`src/rtl/mini_cpu32.sv`:
```
module mini_cpu32 #(
  parameter int MEM_AW = 6
) (
  input  logic              clk,
  input  logic              rst,
  input  logic              ld_we,
  input  logic              ld_dmem,
  input  logic [MEM_AW-1:0] ld_addr,
  input  logic [31:0]       ld_wdata,
  output logic [31:0]       pc,
  output logic [31:0]       instr,
  output logic              rf_we,
  output logic [2:0]        rf_waddr,
  output logic [31:0]       rf_wdata,
  output logic              dm_we,
  output logic [31:0]       dm_addr,
  output logic [31:0]       dm_wdata
);
  localparam int DEPTH = 1 << MEM_AW;

  localparam logic [2:0] C_ALU = 3'b000;
  localparam logic [2:0] C_LD  = 3'b001;
  localparam logic [2:0] C_ST  = 3'b010;
  localparam logic [2:0] C_BR  = 3'b011;

  logic [31:0] imem [DEPTH];
  logic [31:0] dmem [DEPTH];
  logic [31:0] regs [8];

  logic [2:0]  opc, rd, rs, rt, fn;
  logic [31:0] imm, a, b, alu_y;
  logic        taken;

  assign instr = imem[pc[MEM_AW-1:0]];
  assign opc   = instr[31:29];
  assign rd    = instr[28:26];
  assign rs    = instr[25:23];
  assign rt    = instr[22:20];
  assign fn    = instr[19:17];
  assign imm   = {{16{instr[15]}}, instr[15:0]};

  assign a = (rs == 3'd0) ? 32'd0 : regs[rs];
  assign b = (rt == 3'd0) ? 32'd0 : regs[rt];

  always_comb begin
    case (fn)
      3'd0:    alu_y = a + b;
      3'd1:    alu_y = a - b;
      3'd2:    alu_y = a | b;
      3'd3:    alu_y = a ^ b;
      3'd4:    alu_y = a & b;
      3'd5:    alu_y = {31'd0, $signed(a) < $signed(b)};
      default: alu_y = 32'd0;
    endcase
  end

  assign dm_addr  = a + imm;
  assign dm_wdata = b;
  assign dm_we    = !rst && opc == C_ST;
  assign rf_waddr = rd;
  assign rf_we    = !rst && (opc == C_ALU || opc == C_LD) && rd != 3'd0;
  assign rf_wdata = (opc == C_LD) ? dmem[dm_addr[MEM_AW-1:0]] : alu_y;
  assign taken    = opc == C_BR && a == b;

  always_ff @(posedge clk)
    if (ld_we && !ld_dmem) imem[ld_addr] <= ld_wdata;

  always_ff @(posedge clk) begin
    if (ld_we && ld_dmem)
      dmem[ld_addr] <= ld_wdata;
    else if (dm_we)
      dmem[dm_addr[MEM_AW-1:0]] <= dm_wdata;
  end

  always_ff @(posedge clk) begin
    if (rst) begin
      pc <= 32'd0;
      for (int i = 0; i < 8; i++) regs[i] <= 32'd0;
    end else begin
      pc <= pc + 32'd1 + (taken ? imm : 32'd0);
      if (rf_we) regs[rd] <= rf_wdata;
    end
  end


  reset_pc_chk: assert property (@(posedge clk) rst |=> pc == 32'd0);


  pc_step_chk: assert property (@(posedge clk) disable iff (rst)
    opc != C_BR |=> pc == $past(pc) + 32'd1);


  store_excl_chk: assert property (@(posedge clk) disable iff (rst)
    dm_we |-> !rf_we);


  cmp_bool_chk: assert property (@(posedge clk) disable iff (rst)
    (opc == C_ALU && fn == 3'd5 && rf_we) |-> rf_wdata[31:1] == 31'd0);


  zero_src_chk: assert property (@(posedge clk) disable iff (rst)
    (opc == C_ALU && fn == 3'd0 && rs == 3'd0 && rt == 3'd0 && rf_we) |-> rf_wdata == 32'd0);
endmodule

```
`config.mk`:
```
export PLATFORM = sky130hd
export DESIGN_NAME = mini_cpu32
export DESIGN_NICKNAME = d
export VERILOG_FILES = /design/src/rtl/mini_cpu32.sv
export SDC_FILE = /design/constraint.sdc
export NUM_CORES = 2
export LEC_CHECK = 0
export BUFFER_PORTS_ARGS = -buffer_cell sky130_fd_sc_hd__buf_2
export CORE_MARGIN = 8
export CORE_UTILIZATION = 40
export DETAILED_ROUTE_END_ITERATION = 7
export SKIP_LAST_GASP = 1
export SYNTH_ARGS = -nofsm -noshare
export SYNTH_HDL_FRONTEND = slang
export SYNTH_MEMORY_MAX_BITS = 65536
export SYNTH_SLANG_ARGS = --single-unit
export TNS_END_PERCENT = 10
```
`constraint.sdc`:
```
create_clock -name clk -period 18 [get_ports clk]
set_input_delay 0.9 -clock clk [delete_from_list [all_inputs] [get_ports clk]]
set_output_delay 0.9 -clock clk [all_outputs]
set_load 0.05 [all_outputs]
```
; ---- Word-level counts from Yosys, hierarchy flattened
; Memory sizes are Yosys's and may differ from the RTL's. A register that Yosys moved wholly into a read port is not among the register bits.
; Cells that the tools add are included.
[word_totals]
reg_bits = 32
ramBits = 4352
input_bits = 42
out_inout_bits = 165
mem_count = 3
[op_classes]
n_addsub = 5
n_lt_le_gt_ge = 1
eq_ne = 9
mux = 24
bitwise = 3
n_reduce_logical = 16
[memory_table]
columns = name, depth, word_bits, read_ports, rd_clocked_by_memory_dff, write_ports, line
row1 = dmem, 64, 32, 1, 0, 1, 27  ; logic [31:0] dmem [DEPTH];
row2 = imem, 64, 32, 1, 1, 1, 26  ; logic [31:0] imem [DEPTH];
row3 = regs, 8, 32, 2, 0, 8, 28  ; logic [31:0] regs [8];
[op_table]
columns = op, count
row1 = 32-bit 2-to-1 mux, 6
row2 = 32-bit one-hot mux with 6 select lines, 1
row3 = 32-bit adder, 3
row4 = 32-bit OR reduction, 2
row5 = 32-bit by 1-bit adder with 32-bit output (second input constant), 1
row6 = 32-bit bitwise AND, 1
row7 = 32-bit equality test, 1
row8 = 32-bit less-than comparator, 1
row9 = 32-bit OR, 1
row10 = 32-bit subtractor, 1
row11 = 32-bit bitwise XOR, 1
row12 = 1-bit 2-to-1 mux, 14
row13 = 3-bit by 2-bit equality test with 1-bit output (second input constant), 4
row14 = 3-bit zero test, 4
row15 = 6-bit 2-to-1 mux, 2
row16 = 3-bit by 1-bit equality test with 1-bit output (second input constant), 2
row17 = 3-bit equality test (second input constant), 2
row18 = 1-bit logical AND, 6
row19 = 3-bit 2-to-1 mux, 1
row20 = 3-bit nonzero test, 1
row21 = 1-bit zero test, 2
row22 = 1-bit logical OR, 1

; ---- Longest topological paths before layout
[logic_depth]
depth_word = 9
mapped_depth = 41

; ---- Least setup slack after synthesis
; Ideal clock, no wire load.
[synth_path]
kind = register -> output
startpoint = reg pc[1] (netlist name)
endpoint = out rf_wdata[11]
t_arrival_ns = 8.714
t_required_ns = 17.100
slack_ns = 8.386
path_stages_with_launch = 27
cell_sequence = dfxtp_1 buf_2 buf_4 buf_4 buf_4 buf_2 buf_2 buf_2 clkbuf_1 clkbuf_1 mux4_2 mux4_2 nand2_1 a31oi_1 ha_1 fa_1 clkbuf_1 clkbuf_1 buf_1 clkbuf_1 clkbuf_1 mux4_2 mux4_2 nand2_1 a31oi_1 o21bai_1 inv_1
[synth_lines]
columns = element, line
row1 = to (decl), 14  ; output logic [31:0] rf_wdata,

==> impl_metrics.tcl <==
set metrics [dict create \
    cts_buffer_depth 4 \
    rsz0062_at_grt "no" \
    finClkSkew_ps 64.7 \
    crit_top_cell "buf_4" \
    synth_edf_count 4321 \
    finalCritPeriodShare 0.732 \
    synth.avg_cell_area_um2 20.1 \
    crit_path_max_fanout 97 \
    finalSetupViolCount 0 \
    clk_pin_slew_ps 60 \
    placementRows 245 \
    yosys_warnings 0 \
    netlist_area_um2 178000 \
    slowest_stage "fa_4" \
    nets 9510 \
    ios 207 \
    grt_max_degree 119 \
    start_util 0.401 \
    nFillCells 36949 \
    cts-root-buf "clkbuf_16" \
    antenna_found_initial 42 \
    critPathTopFamily "buffers and inverters" \
    clk_latency_ps 990 \
    wirelength_mm 559 \
    yosysSeqAreaShare 0.732 \
    place_hpwl_mm 324 \
    wl_met1_mm 215 \
    vias 96088 \
    report.final.slew_viol_count 0 \
    floorplan.die.height_um 683 \
    ctsResizeCount 0 \
    wl_met2_mm 264 \
    ctsHoldBuffers 0 \
    grt_pass1_wl_mm 770 \
    p_total_w 0.0269 \
    start_kind "register" \
    ir_drop_mv 0.144 \
    synthCells 8835 \
    synth_top_flop_cell "edfxtp_1" \
    crit_required_ps 17100 \
    top_layer "met5" \
    final_area_um2 202000 \
    drtIter0Drc 13338 \
    cp.buffers_inverters 8 \
    wl_met3_mm 53.7 \
    leakage_nw 63.6 \
    cts_tree "yes" \
    cts_max_level 5 \
    routedWlPerCell_um 35.8 \
    clkSinkCount 4353 \
    place_area_um2 188000 \
    drtPass1Iterations 6 \
    place_congestion 0.953 \
    fin_crit_ps 13180 \
    die_w_um 683 \
    fin_setup_tns_ps 0 \
    ys_seq_elements 4353 \
    rrSetupSlack_ps 5860 \
    async_flop_share 0 \
    grt_overflow_total 0 \
    synth_cell_types 108 \
    layout_common_cells "edfxtp_1 (4321), mux4_2 (1256), clkbuf_16 (428), nand2_1 (422), nor2_1 (381)" \
    postLayoutCoreUtil 0.454 \
    worstMarginPinSlew_ps 1450 \
    slew_headroom 0.0344 \
    drt.antenna.violating_nets 0 \
    final_common_cell "edfxtp_1" \
    cts_setup_buffers 0 \
    path_class "register to output pin" \
    grt.total_usage 0.233 \
    arrival_ps 12280 \
    drv_cap 0 \
    drc 0 \
    cpPeakStageDelay_ps 1340 \
    syn_nets 9039 \
    critPathCaptureType "output pin" \
    viasPerCell 6.16 \
    fmax_mhz 75.9 \
    drive_gt1_frac 0.280 \
    area_growth_pct 13.4 \
    status "finished, final reports clean" \
    grt_pass1_vias 95267 \
    powerDensity_nw_per_um2 133 \
    cts_buffers 426 \
    hold_path_class "primary input to register" \
    die_area_um2 467000 \
    coreArea_um2 444000 \
    hold_viol 0 \
    io_buffers 206 \
]
## synth_stat cells, types with 19 or more instances
master / instances / area share
buf_4: 28 / 0.0012
mux2_2: 47 / 0.0030
a21o_1: 37 / 0.0016
a211oi_1: 62 / 0.0026
nor3_1: 34 / 0.00096
ha_1: 158 / 0.011
o21bai_1: 21 / 0.00089
and3_1: 25 / 0.00088
o21ai_1: 30 / 0.00084
nor2b_1: 35 / 0.0012
dfxtp_1: 32 / 0.0036
a31oi_1: 58 / 0.0020
and2_1: 68 / 0.0024
o22ai_1: 41 / 0.0014
o21ai_0: 151 / 0.0042
nand3_1: 66 / 0.0019
xnor2_1: 51 / 0.0025
buf_2: 151 / 0.0042
inv_1: 117 / 0.0025
mux2i_1: 174 / 0.0098
nor2_1: 525 / 0.011
a32oi_1: 24 / 0.0012
buf_1: 41 / 0.00086
o21a_1: 22 / 0.00093
nand2_1: 423 / 0.0089
mux4_2: 1256 / 0.16
or3_1: 19 / 0.00067
nand2b_1: 27 / 0.00095
a22oi_1: 46 / 0.0019
clkbuf_1: 246 / 0.0052
edfxtp_1: 4321 / 0.73
a21oi_1: 176 / 0.0049
## path summary, 6_finish.rpt
kind / start / end / cells after the start
min reg2reg: pc[31] / pc[31] / 3
max reg2reg: pc[0] / pc[22] / 34
min: ld_wdata[30] / imem[47][30] / 1
max: pc[0] / rf_wdata[16] / 25
## flip-flops by register name, indices dropped and copies added, names as in the netlist
name	flops
dmem	2048
imem	2048
regs	225
pc	32
## power breakdown
group,switching (W),internal (W)
Sequential,0.0000349,0.0113
Clock,0.00384,0.00488
Combinational,0.00441,0.00238
## stage by stage
stage / instances / setup slack (ps) / hold WS, ps
after global routing: 15601 / 4370 / 356
after CTS: 15581 / 4690 / 303
after global placement: 14806 / 5800 / 705
after floorplan: 8835 / 8390 / 863
final: 15605 / 4820 / 381
after detailed placement: 14806 / 5760 / 658
## per-layer routing
| metal | vias to the layer above | global-route usage |
|---|---|---|
| li1 | 37572 | - |
| met1 | 51789 | 0.316 |
| met2 | 5678 | 0.374 |
| met3 | 1039 | 0.0408 |
| met4 | 10 | 0.0942 |
| met5 | - | 0 |
## cell families (layout without fill, tap and decap cells)
group,after synthesis,count (layout),share of synthesized area
flops,4353,4353,0.732
mux,1477,1477,0.172
simple gates,1296,1296,0.0321
compound gates,861,861,0.0331
buf+inv,614,1432,0.0156
fa+ha+maj,162,162,0.0116
xor+xnor,71,71,0.00358
other cells,1,25,0.0000211
## cell type report
class | count | area, µm² | share of cell area
inverter | 126 | 490 | 0.00243
tap | 5928 | 7420 | 0.0367
clock inverter | 272 | 2420 | 0.0120
antenna | 24 | 60.1 | 0.000298
sequential | 4353 | 130000 | 0.646
clock buffer | 503 | 11000 | 0.0545
multi-input combinational | 3868 | 46400 | 0.230
timing repair buffer | 531 | 3660 | 0.0181
Note: power is estimated with default switching activity, not from simulation.
